File: config.mk
export PLATFORM = sky130hd
export DESIGN_NAME = mc_datapath
export DESIGN_NICKNAME = d
export VERILOG_FILES = /design/src/rtl/mc_pkg.sv /design/src/rtl/mc_alu.sv /design/src/rtl/mc_opsel.sv /design/src/rtl/mc_regfile.sv /design/src/rtl/mc_datapath.sv
export SDC_FILE = /design/constraint.sdc
export NUM_CORES = 2
export LEC_CHECK = 0
export ABC_CLOCK_PERIOD_IN_PS = 12250
export BUFFER_PORTS_ARGS = -buffer_cell sky130_fd_sc_hd__buf_2
export CORE_UTILIZATION = 45
export CTS_CLUSTER_DIAMETER = 60
export CTS_CLUSTER_SIZE = 8
export DETAILED_ROUTE_END_ITERATION = 10
export PLACE_DENSITY_LB_ADDON = 0.2
export REMOVE_ABC_BUFFERS = 1
export SLEW_MARGIN = 20
export SYNTH_ARGS = -nofsm -noshare
export SYNTH_HDL_FRONTEND = slang
export SYNTH_HIERARCHICAL = 1
export SYNTH_SLANG_ARGS = --single-unit
File: constraint.sdc
create_clock -name clk -period 12.25 [get_ports clk]
set_input_delay 1.225 -clock clk [delete_from_list [all_inputs] [get_ports clk]]
set_output_delay 1.225 -clock clk [all_outputs]
set_load 0.005 [all_outputs]
File: src/rtl/mc_pkg.sv
package mc_pkg;

  localparam int OPC_W   = 6;
  localparam int FN_W    = 6;
  localparam int IMM_W   = 16;
  localparam int JT_W    = 26;
  localparam int RS_LSB  = 21;
  localparam int RT_LSB  = 16;
  localparam int RD_LSB  = 11;
  localparam int OPC_LSB = 26;
  localparam int PAGE_W  = 4;

  typedef enum logic [2:0] {
    ALU_AND = 3'b000,
    ALU_OR  = 3'b001,
    ALU_ADD = 3'b010,
    ALU_SUB = 3'b110,
    ALU_SLT = 3'b111
  } alu_op_e;

  typedef enum logic [1:0] {
    PCN_ALU    = 2'd0,
    PCN_ALUOUT = 2'd1,
    PCN_JUMP   = 2'd2
  } pc_src_e;

  typedef enum logic [1:0] {
    OPB_REG    = 2'd0,
    OPB_FOUR   = 2'd1,
    OPB_IMM    = 2'd2,
    OPB_IMM_SH = 2'd3
  } opb_sel_e;

endpackage

File: src/rtl/mc_alu.sv
module mc_alu
  import mc_pkg::*;
#(
  parameter int W = 32
) (
  input  logic [2:0]   op,
  input  logic [W-1:0] opa,
  input  logic [W-1:0] opb,
  output logic [W-1:0] res,
  output logic         zero
);

  logic [W-1:0] diff;

  always_comb begin
    diff = opa - opb;
    case (alu_op_e'(op))
      ALU_AND: res = opa & opb;
      ALU_OR:  res = opa | opb;
      ALU_ADD: res = opa + opb;
      ALU_SUB: res = diff;
      ALU_SLT: res = {{(W-1){1'b0}}, ($signed(opa) < $signed(opb))};
      default: res = '0;
    endcase
  end

  assign zero = (res == '0);

endmodule

File: src/rtl/mc_opsel.sv
module mc_opsel
  import mc_pkg::*;
#(
  parameter int W = 32
) (
  input  logic             a_sel,
  input  logic [1:0]       b_sel,
  input  logic [W-1:0]     pc,
  input  logic [W-1:0]     a_q,
  input  logic [W-1:0]     b_q,
  input  logic [IMM_W-1:0] imm,
  output logic [W-1:0]     opa,
  output logic [W-1:0]     opb
);

  localparam int EXT_W = W - IMM_W;

  logic [W-1:0] imm_ext;

  generate
    if (EXT_W > 0) begin : g_ext
      assign imm_ext = {{EXT_W{imm[IMM_W-1]}}, imm};
    end else begin : g_noext
      assign imm_ext = imm[W-1:0];
    end
  endgenerate

  always_comb begin
    opa = a_sel ? a_q : pc;
    case (opb_sel_e'(b_sel))
      OPB_REG:    opb = b_q;
      OPB_FOUR:   opb = W'(4);
      OPB_IMM:    opb = imm_ext;
      OPB_IMM_SH: opb = imm_ext << 2;
      default:    opb = b_q;
    endcase
  end

endmodule

File: src/rtl/mc_regfile.sv
module mc_regfile #(
  parameter int W    = 32,
  parameter int NREG = 32,
  localparam int AW  = $clog2(NREG)
) (
  input  logic          clk,
  input  logic          we,
  input  logic [AW-1:0] waddr,
  input  logic [W-1:0]  wdata,
  input  logic [AW-1:0] raddr_a,
  input  logic [AW-1:0] raddr_b,
  output logic [W-1:0]  rdata_a,
  output logic [W-1:0]  rdata_b
);

  logic [W-1:0]  store [NREG];
  logic [AW-1:0] raddr [2];
  logic [W-1:0]  rdata [2];

  always_ff @(posedge clk) begin
    if (we && (waddr != '0)) store[waddr] <= wdata;
  end

  assign raddr[0] = raddr_a;
  assign raddr[1] = raddr_b;

  generate
    for (genvar p = 0; p < 2; p++) begin : g_rd
      assign rdata[p] = (raddr[p] == '0) ? '0 : store[raddr[p]];
    end
  endgenerate

  assign rdata_a = rdata[0];
  assign rdata_b = rdata[1];

endmodule

File: src/rtl/mc_datapath.sv
module mc_datapath
  import mc_pkg::*;
#(
  parameter int XLEN = 32,
  parameter int NREG = 32
) (
  input  logic            clk,
  input  logic            rst_n,
  input  logic            ctl_pc_we,
  input  logic            ctl_pc_we_cond,
  input  logic [1:0]      ctl_pc_src,
  input  logic            ctl_iord,
  input  logic            ctl_mem_we,
  input  logic            ctl_ir_we,
  input  logic            ctl_mdr_we,
  input  logic            ctl_a_we,
  input  logic            ctl_b_we,
  input  logic            ctl_aluout_we,
  input  logic            ctl_reg_we,
  input  logic            ctl_reg_dst,
  input  logic            ctl_mem_to_reg,
  input  logic            ctl_alu_a_sel,
  input  logic [1:0]      ctl_alu_b_sel,
  input  logic [2:0]      ctl_alu_op,
  input  logic [XLEN-1:0] mem_rdata,
  output logic [XLEN-1:0] mem_addr,
  output logic [XLEN-1:0] mem_wdata,
  output logic            mem_we,
  output logic [5:0]      opcode,
  output logic [5:0]      funct,
  output logic            alu_zero
);

  localparam int AW = $clog2(NREG);
  localparam int LOW_W = XLEN - PAGE_W;

  // reset release synchronizer
  logic [1:0] rst_sync_q;
  logic       rst_int_n;

  always_ff @(posedge clk or negedge rst_n) begin
    if (!rst_n) rst_sync_q <= 2'b00;
    else        rst_sync_q <= {rst_sync_q[0], 1'b1};
  end
  assign rst_int_n = rst_sync_q[1];

  // holding registers
  logic [XLEN-1:0] pc_q, pc_d;
  logic [XLEN-1:0] ir_q, ir_d;
  logic [XLEN-1:0] mdr_q, mdr_d;
  logic [XLEN-1:0] a_q, a_d;
  logic [XLEN-1:0] b_q, b_d;
  logic [XLEN-1:0] aluout_q, aluout_d;

  logic [XLEN-1:0] rf_a, rf_b, rf_wdata;
  logic [AW-1:0]   rs_f, rt_f, rd_f, rf_waddr;
  logic [XLEN-1:0] alu_a, alu_b, alu_res;
  logic [XLEN-1:0] jump_tgt;
  logic            pc_load;

  assign rs_f = ir_q[RS_LSB +: AW];
  assign rt_f = ir_q[RT_LSB +: AW];
  assign rd_f = ir_q[RD_LSB +: AW];

  assign jump_tgt = {pc_q[XLEN-1 -: PAGE_W], ir_q[JT_W-1:0], 2'b00};

  mc_opsel #(.W(XLEN)) u_opsel (
    .a_sel (ctl_alu_a_sel),
    .b_sel (ctl_alu_b_sel),
    .pc    (pc_q),
    .a_q   (a_q),
    .b_q   (b_q),
    .imm   (ir_q[IMM_W-1:0]),
    .opa   (alu_a),
    .opb   (alu_b)
  );

  mc_alu #(.W(XLEN)) u_alu (
    .op   (ctl_alu_op),
    .opa  (alu_a),
    .opb  (alu_b),
    .res  (alu_res),
    .zero (alu_zero)
  );

  assign rf_waddr = ctl_reg_dst ? rd_f : rt_f;
  assign rf_wdata = ctl_mem_to_reg ? mdr_q : aluout_q;

  mc_regfile #(.W(XLEN), .NREG(NREG)) u_rf (
    .clk     (clk),
    .we      (ctl_reg_we),
    .waddr   (rf_waddr),
    .wdata   (rf_wdata),
    .raddr_a (rs_f),
    .raddr_b (rt_f),
    .rdata_a (rf_a),
    .rdata_b (rf_b)
  );

  // next-state
  assign pc_load = ctl_pc_we | (ctl_pc_we_cond & alu_zero);

  always_comb begin
    pc_d = pc_q;
    if (pc_load) begin
      case (pc_src_e'(ctl_pc_src))
        PCN_ALU:    pc_d = alu_res;
        PCN_ALUOUT: pc_d = aluout_q;
        PCN_JUMP:   pc_d = jump_tgt;
        default:    pc_d = pc_q;
      endcase
    end
    ir_d     = ctl_ir_we     ? mem_rdata : ir_q;
    mdr_d    = ctl_mdr_we    ? mem_rdata : mdr_q;
    a_d      = ctl_a_we      ? rf_a      : a_q;
    b_d      = ctl_b_we      ? rf_b      : b_q;
    aluout_d = ctl_aluout_we ? alu_res   : aluout_q;
  end

  // registers
  always_ff @(posedge clk or negedge rst_int_n) begin
    if (!rst_int_n) begin
      pc_q     <= '0;
      ir_q     <= '0;
      mdr_q    <= '0;
      a_q      <= '0;
      b_q      <= '0;
      aluout_q <= '0;
    end else begin
      pc_q     <= pc_d;
      ir_q     <= ir_d;
      mdr_q    <= mdr_d;
      a_q      <= a_d;
      b_q      <= b_d;
      aluout_q <= aluout_d;
    end
  end

  assign mem_addr  = ctl_iord ? aluout_q : pc_q;
  assign mem_wdata = b_q;
  assign mem_we    = ctl_mem_we;
  assign opcode    = ir_q[OPC_LSB +: OPC_W];
  assign funct     = ir_q[FN_W-1:0];


  fetch_incr_chk: assert property (@(posedge clk) disable iff (!rst_int_n)
    (ctl_pc_we && ctl_pc_src == PCN_ALU && !ctl_alu_a_sel &&
     ctl_alu_b_sel == OPB_FOUR && ctl_alu_op == ALU_ADD)
    |=> (pc_q == $past(pc_q) + XLEN'(4)));


  sub_zero_chk: assert property (@(posedge clk) disable iff (!rst_int_n)
    (ctl_alu_op == ALU_SUB) |-> (alu_zero == (alu_a == alu_b)));


  beq_hold_chk: assert property (@(posedge clk) disable iff (!rst_int_n)
    (ctl_pc_we_cond && !ctl_pc_we && !alu_zero) |=> $stable(pc_q));


  jump_page_chk: assert property (@(posedge clk) disable iff (!rst_int_n)
    (ctl_pc_we && ctl_pc_src == PCN_JUMP)
    |=> (pc_q[1:0] == 2'b00 &&
         pc_q[XLEN-1 -: PAGE_W] == $past(pc_q[XLEN-1 -: PAGE_W])));


  pc_hold_chk: assert property (@(posedge clk) disable iff (!rst_int_n)
    (!ctl_pc_we && !ctl_pc_we_cond) |=> $stable(pc_q));


  ir_hold_chk: assert property (@(posedge clk) disable iff (!rst_int_n)
    !ctl_ir_we |=> $stable(ir_q));


  aluout_hold_chk: assert property (@(posedge clk) disable iff (!rst_int_n)
    !ctl_aluout_we |=> $stable(aluout_q));


  opcode_load_chk: assert property (@(posedge clk) disable iff (!rst_int_n)
    ctl_ir_we |=> (opcode == $past(mem_rdata[31:26])));

  // The low bits of the PC are compared to keep LOW_W in use for wide builds.

  pc_align_chk: assert property (@(posedge clk) disable iff (!rst_int_n)
    (ctl_pc_we && ctl_pc_src == PCN_JUMP) |=> (pc_q[LOW_W-1:0] % 4 == 0));

endmodule

==> impl_metrics.json <==
{
  "power_switching_mw": 4.187,
  "grt-ovfl-total": 0,
  "mostFrequentLayoutCell": "edfxtp_1",
  "crit_type": "in -> out",
  "regToRegSetupSlack_ps": 5350,
  "worst_pin_slew_ps": 1222,
  "final_area_sq_um": 70650,
  "antenna_found_initial": 19,
  "layout-area-overhead-vs-synth_pct": 11.88,
  "grt_pass1_vias": 41170,
  "setup_viol": 0,
  "die_w_microns": 376.6,
  "pwr-share-seq_pct": 41.3,
  "synth_edf_count": 1024,
  "die-height_microns": 376.6,
  "drv_slew": 0,
  "core-area_sq_um": 139400,
  "synth_cell_types": 99,
  "finalWorstPathRequiredPeriod_ps": 8246,
  "clock_sinks": 1218,
  "synth-seq-cells": 1218,
  "cts_max_path_buffers": 3,
  "postCtsResizedCells": 0,
  "yosysWarnings": 6,
  "grt-busiest-layer": "met2",
  "via_count": 42750,
  "fin_util_pct": 50.69,
  "synthFlopType": "edfxtp_1",
  "fmax_ghz": 0.1213,
  "cp-end-kind": "primary output",
  "seq_area_frac_synth_pct": 56.39,
  "holdCritPathClass": "in -> async",
  "track_usage_pct": 32.35,
  "die_area_sq_um": 141800,
  "ir_worst_vdd_mv": 0.1408,
  "drtPass1Iterations": 8,
  "post_cts_buffers": 0,
  "grt_pass1_wl_microns": 320600,
  "dpl.hpwl_microns": 143500,
  "numPortBuffers": 129,
  "numCtsBuffers": 174,
  "async_reset_ff_share_pct": 15.93,
  "grt_max_degree": 137,
  "drive_gt1_share_pct": 27.90,
  "io_pins": 132,
  "cap_violations": 0,
  "globalplace.congestion": 0.9591,
  "rows": 137,
  "start_util_pct": 45.31,
  "routed_wl_microns": 230900,
  "drc": 0,
  "clkTransAtPathRegs_ps": 50,
  "cts_tree": "yes",
  "grt_use_met3_pct": 7.617,
  "switching_share_pct": 32.32,
  "drtAntennaViolNets": 0,
  "cts_hold_buf": 0,
  "synth_area_sq_um": 63140,
  "cp.required_ps": 11020,
  "start_kind": "input port",
  "grt_use_met2_pct": 48.86,
  "placed_area_sq_um": 65440,
  "htreeDepth": 4,
  "syn_inst": 4108,
  "crit_arrival_ps": 7020,
  "num-nets-final": 4363,
  "run_status": "completed",
  "slew_headroom_pct": 18.33,
  "period_share_pct": 67.32,
  "crit_fanout": 34,
  "report.final.hold_viol_count": 0,
  "intPower_mw": 8.767,
  "leakagePower_nw": 24.88,
  "vias_per_cell": 6.856,
  "first_iter_violations": 5863,
  "layout_common_cells": "edfxtp_1, mux2i_1, mux2_2",
  "clock_latency_ps": 830,
  "cts-root-buf": "clkbuf_16",
  "p_comb_share_pct": 23.5,
  "met1_usage_pct": 44.78,
  "wl_per_cell_microns": 37.03,
  "fin_skew_ps": 38.70,
  "avgSynthCellArea_sq_um": 15.37,
  "rsz0062_at_grt": "false",
  "cellPowerDensity_nw_per_um2": 183.4,
  "clockPowerShare_pct": 35.2
}
layer usage:
| metal | routed length (microns) | vias up |
|---|---|---|
| met5 | 85 | - |
| met4 | 10570 | 12 |
| met3 | 26100 | 539 |
| met2 | 103500 | 2935 |
| met1 | 90580 | 22380 |
| li1 | - | 16880 |
cell type report:
type / count / area, sq um
Multi-Input combinational cell: 2467 / 25620
Fill cell: 11700 / 68710
Clock buffer: 301 / 4841
Inverter: 119 / 457.9
Tap cell: 1876 / 2347
Sequential cell: 1218 / 35640
Timing Repair Buffer: 225 / 1395
Clock inverter: 21 / 330.3
Antenna cell: 8 / 20.02
synth_stat cells (93+ instances only):
master / number / share of area [%]
edfxtp_1: 1024 / 49
mux2i_1: 354 / 5.6
mux2_2: 321 / 5.7
mux4_2: 316 / 11
dfrtp_1: 194 / 7.7
nand2_1: 150 / 0.89
clkbuf_1: 136 / 0.81
a21oi_1: 128 / 1.0
nor2_1: 122 / 0.73
inv_1: 113 / 0.67
o21ai_0: 111 / 0.88
ha_1: 102 / 2.0
a22oi_1: 93 / 1.1
worst max-delay path: stages:
cell and delay, ps:
buf_2 810, mux2i_1 180, o21ai_0 400, inv_1 120, ha_1 460, inv_1 180
o21ai_0 100, a211oi_1 310, a21oi_1 230, o21ai_0 600, a21o_1 200, a31oi_1 200
a211oi_1 370, nand4_1 190, or4_1 610, nor4_2 490, buf_2 280
path summary, 6_finish.rpt:
check	start	to	cells past startpoint
max in group asynchronous	rst_sync_q[1]	ir_q[16]	2
worst min-delay path	rst_n	rst_sync_q[0]	1
worst min register to register	rst_sync_q[1]	ir_q[31]	0
worst max-delay path	ctl_alu_b_sel[1]	alu_zero	17
min in group clk	rst_sync_q[0]	rst_sync_q[1]	0
worst max register to register	ir_q[4]	pc_q[2]	18
logic make-up (layout without fill, tap and decap cells):
group           after synthesis  after routing  synth area share, %
other cells                   2             41              0.01189
xor+xnor                     17             17               0.2358
fa+ha+maj                   104            104                2.085
compound gates              749            749                8.713
simple gates                500            500                3.953
buf+inv                     454            666                3.745
mux                        1064           1064                24.87
flops                      1218           1218                56.39
stage by stage:
step	power [mW]	TNS [ps]	hold WS [ps]	setup slack, ps	instances
floorplan	7.303	-32110	331.2	-1022	3804
global placement	8.372	0	311.3	4139	5905
detailed placement	8.379	0	310.9	4158	5905
CTS	12.93	0	152.7	4161	6227
global route	13.35	0	180.1	3744	6229
finish	12.95	0	203.6	4004	6235
registers in the layout (all words and copies together) (netlist names):
name	flops
aluout_q	32
u_rf/store	1024
rst_sync_q	2
mem_wdata	32
a_q	32
pc_q	32
ir_q	32
mdr_q	32
power by group through the flow:
stage | clock, mW | combinational [mW] | sequential [mW]
2_1_floorplan | 0 | 2.02 | 5.28
3_3_place_gp | 0 | 2.96 | 5.41
3_5_place_dp | 0 | 2.97 | 5.41
4_1_cts | 4.61 | 2.98 | 5.33
5_1_grt | 4.78 | 3.22 | 5.36
6_report | 4.56 | 3.04 | 5.35
Power figures use the tool's default switching activity.
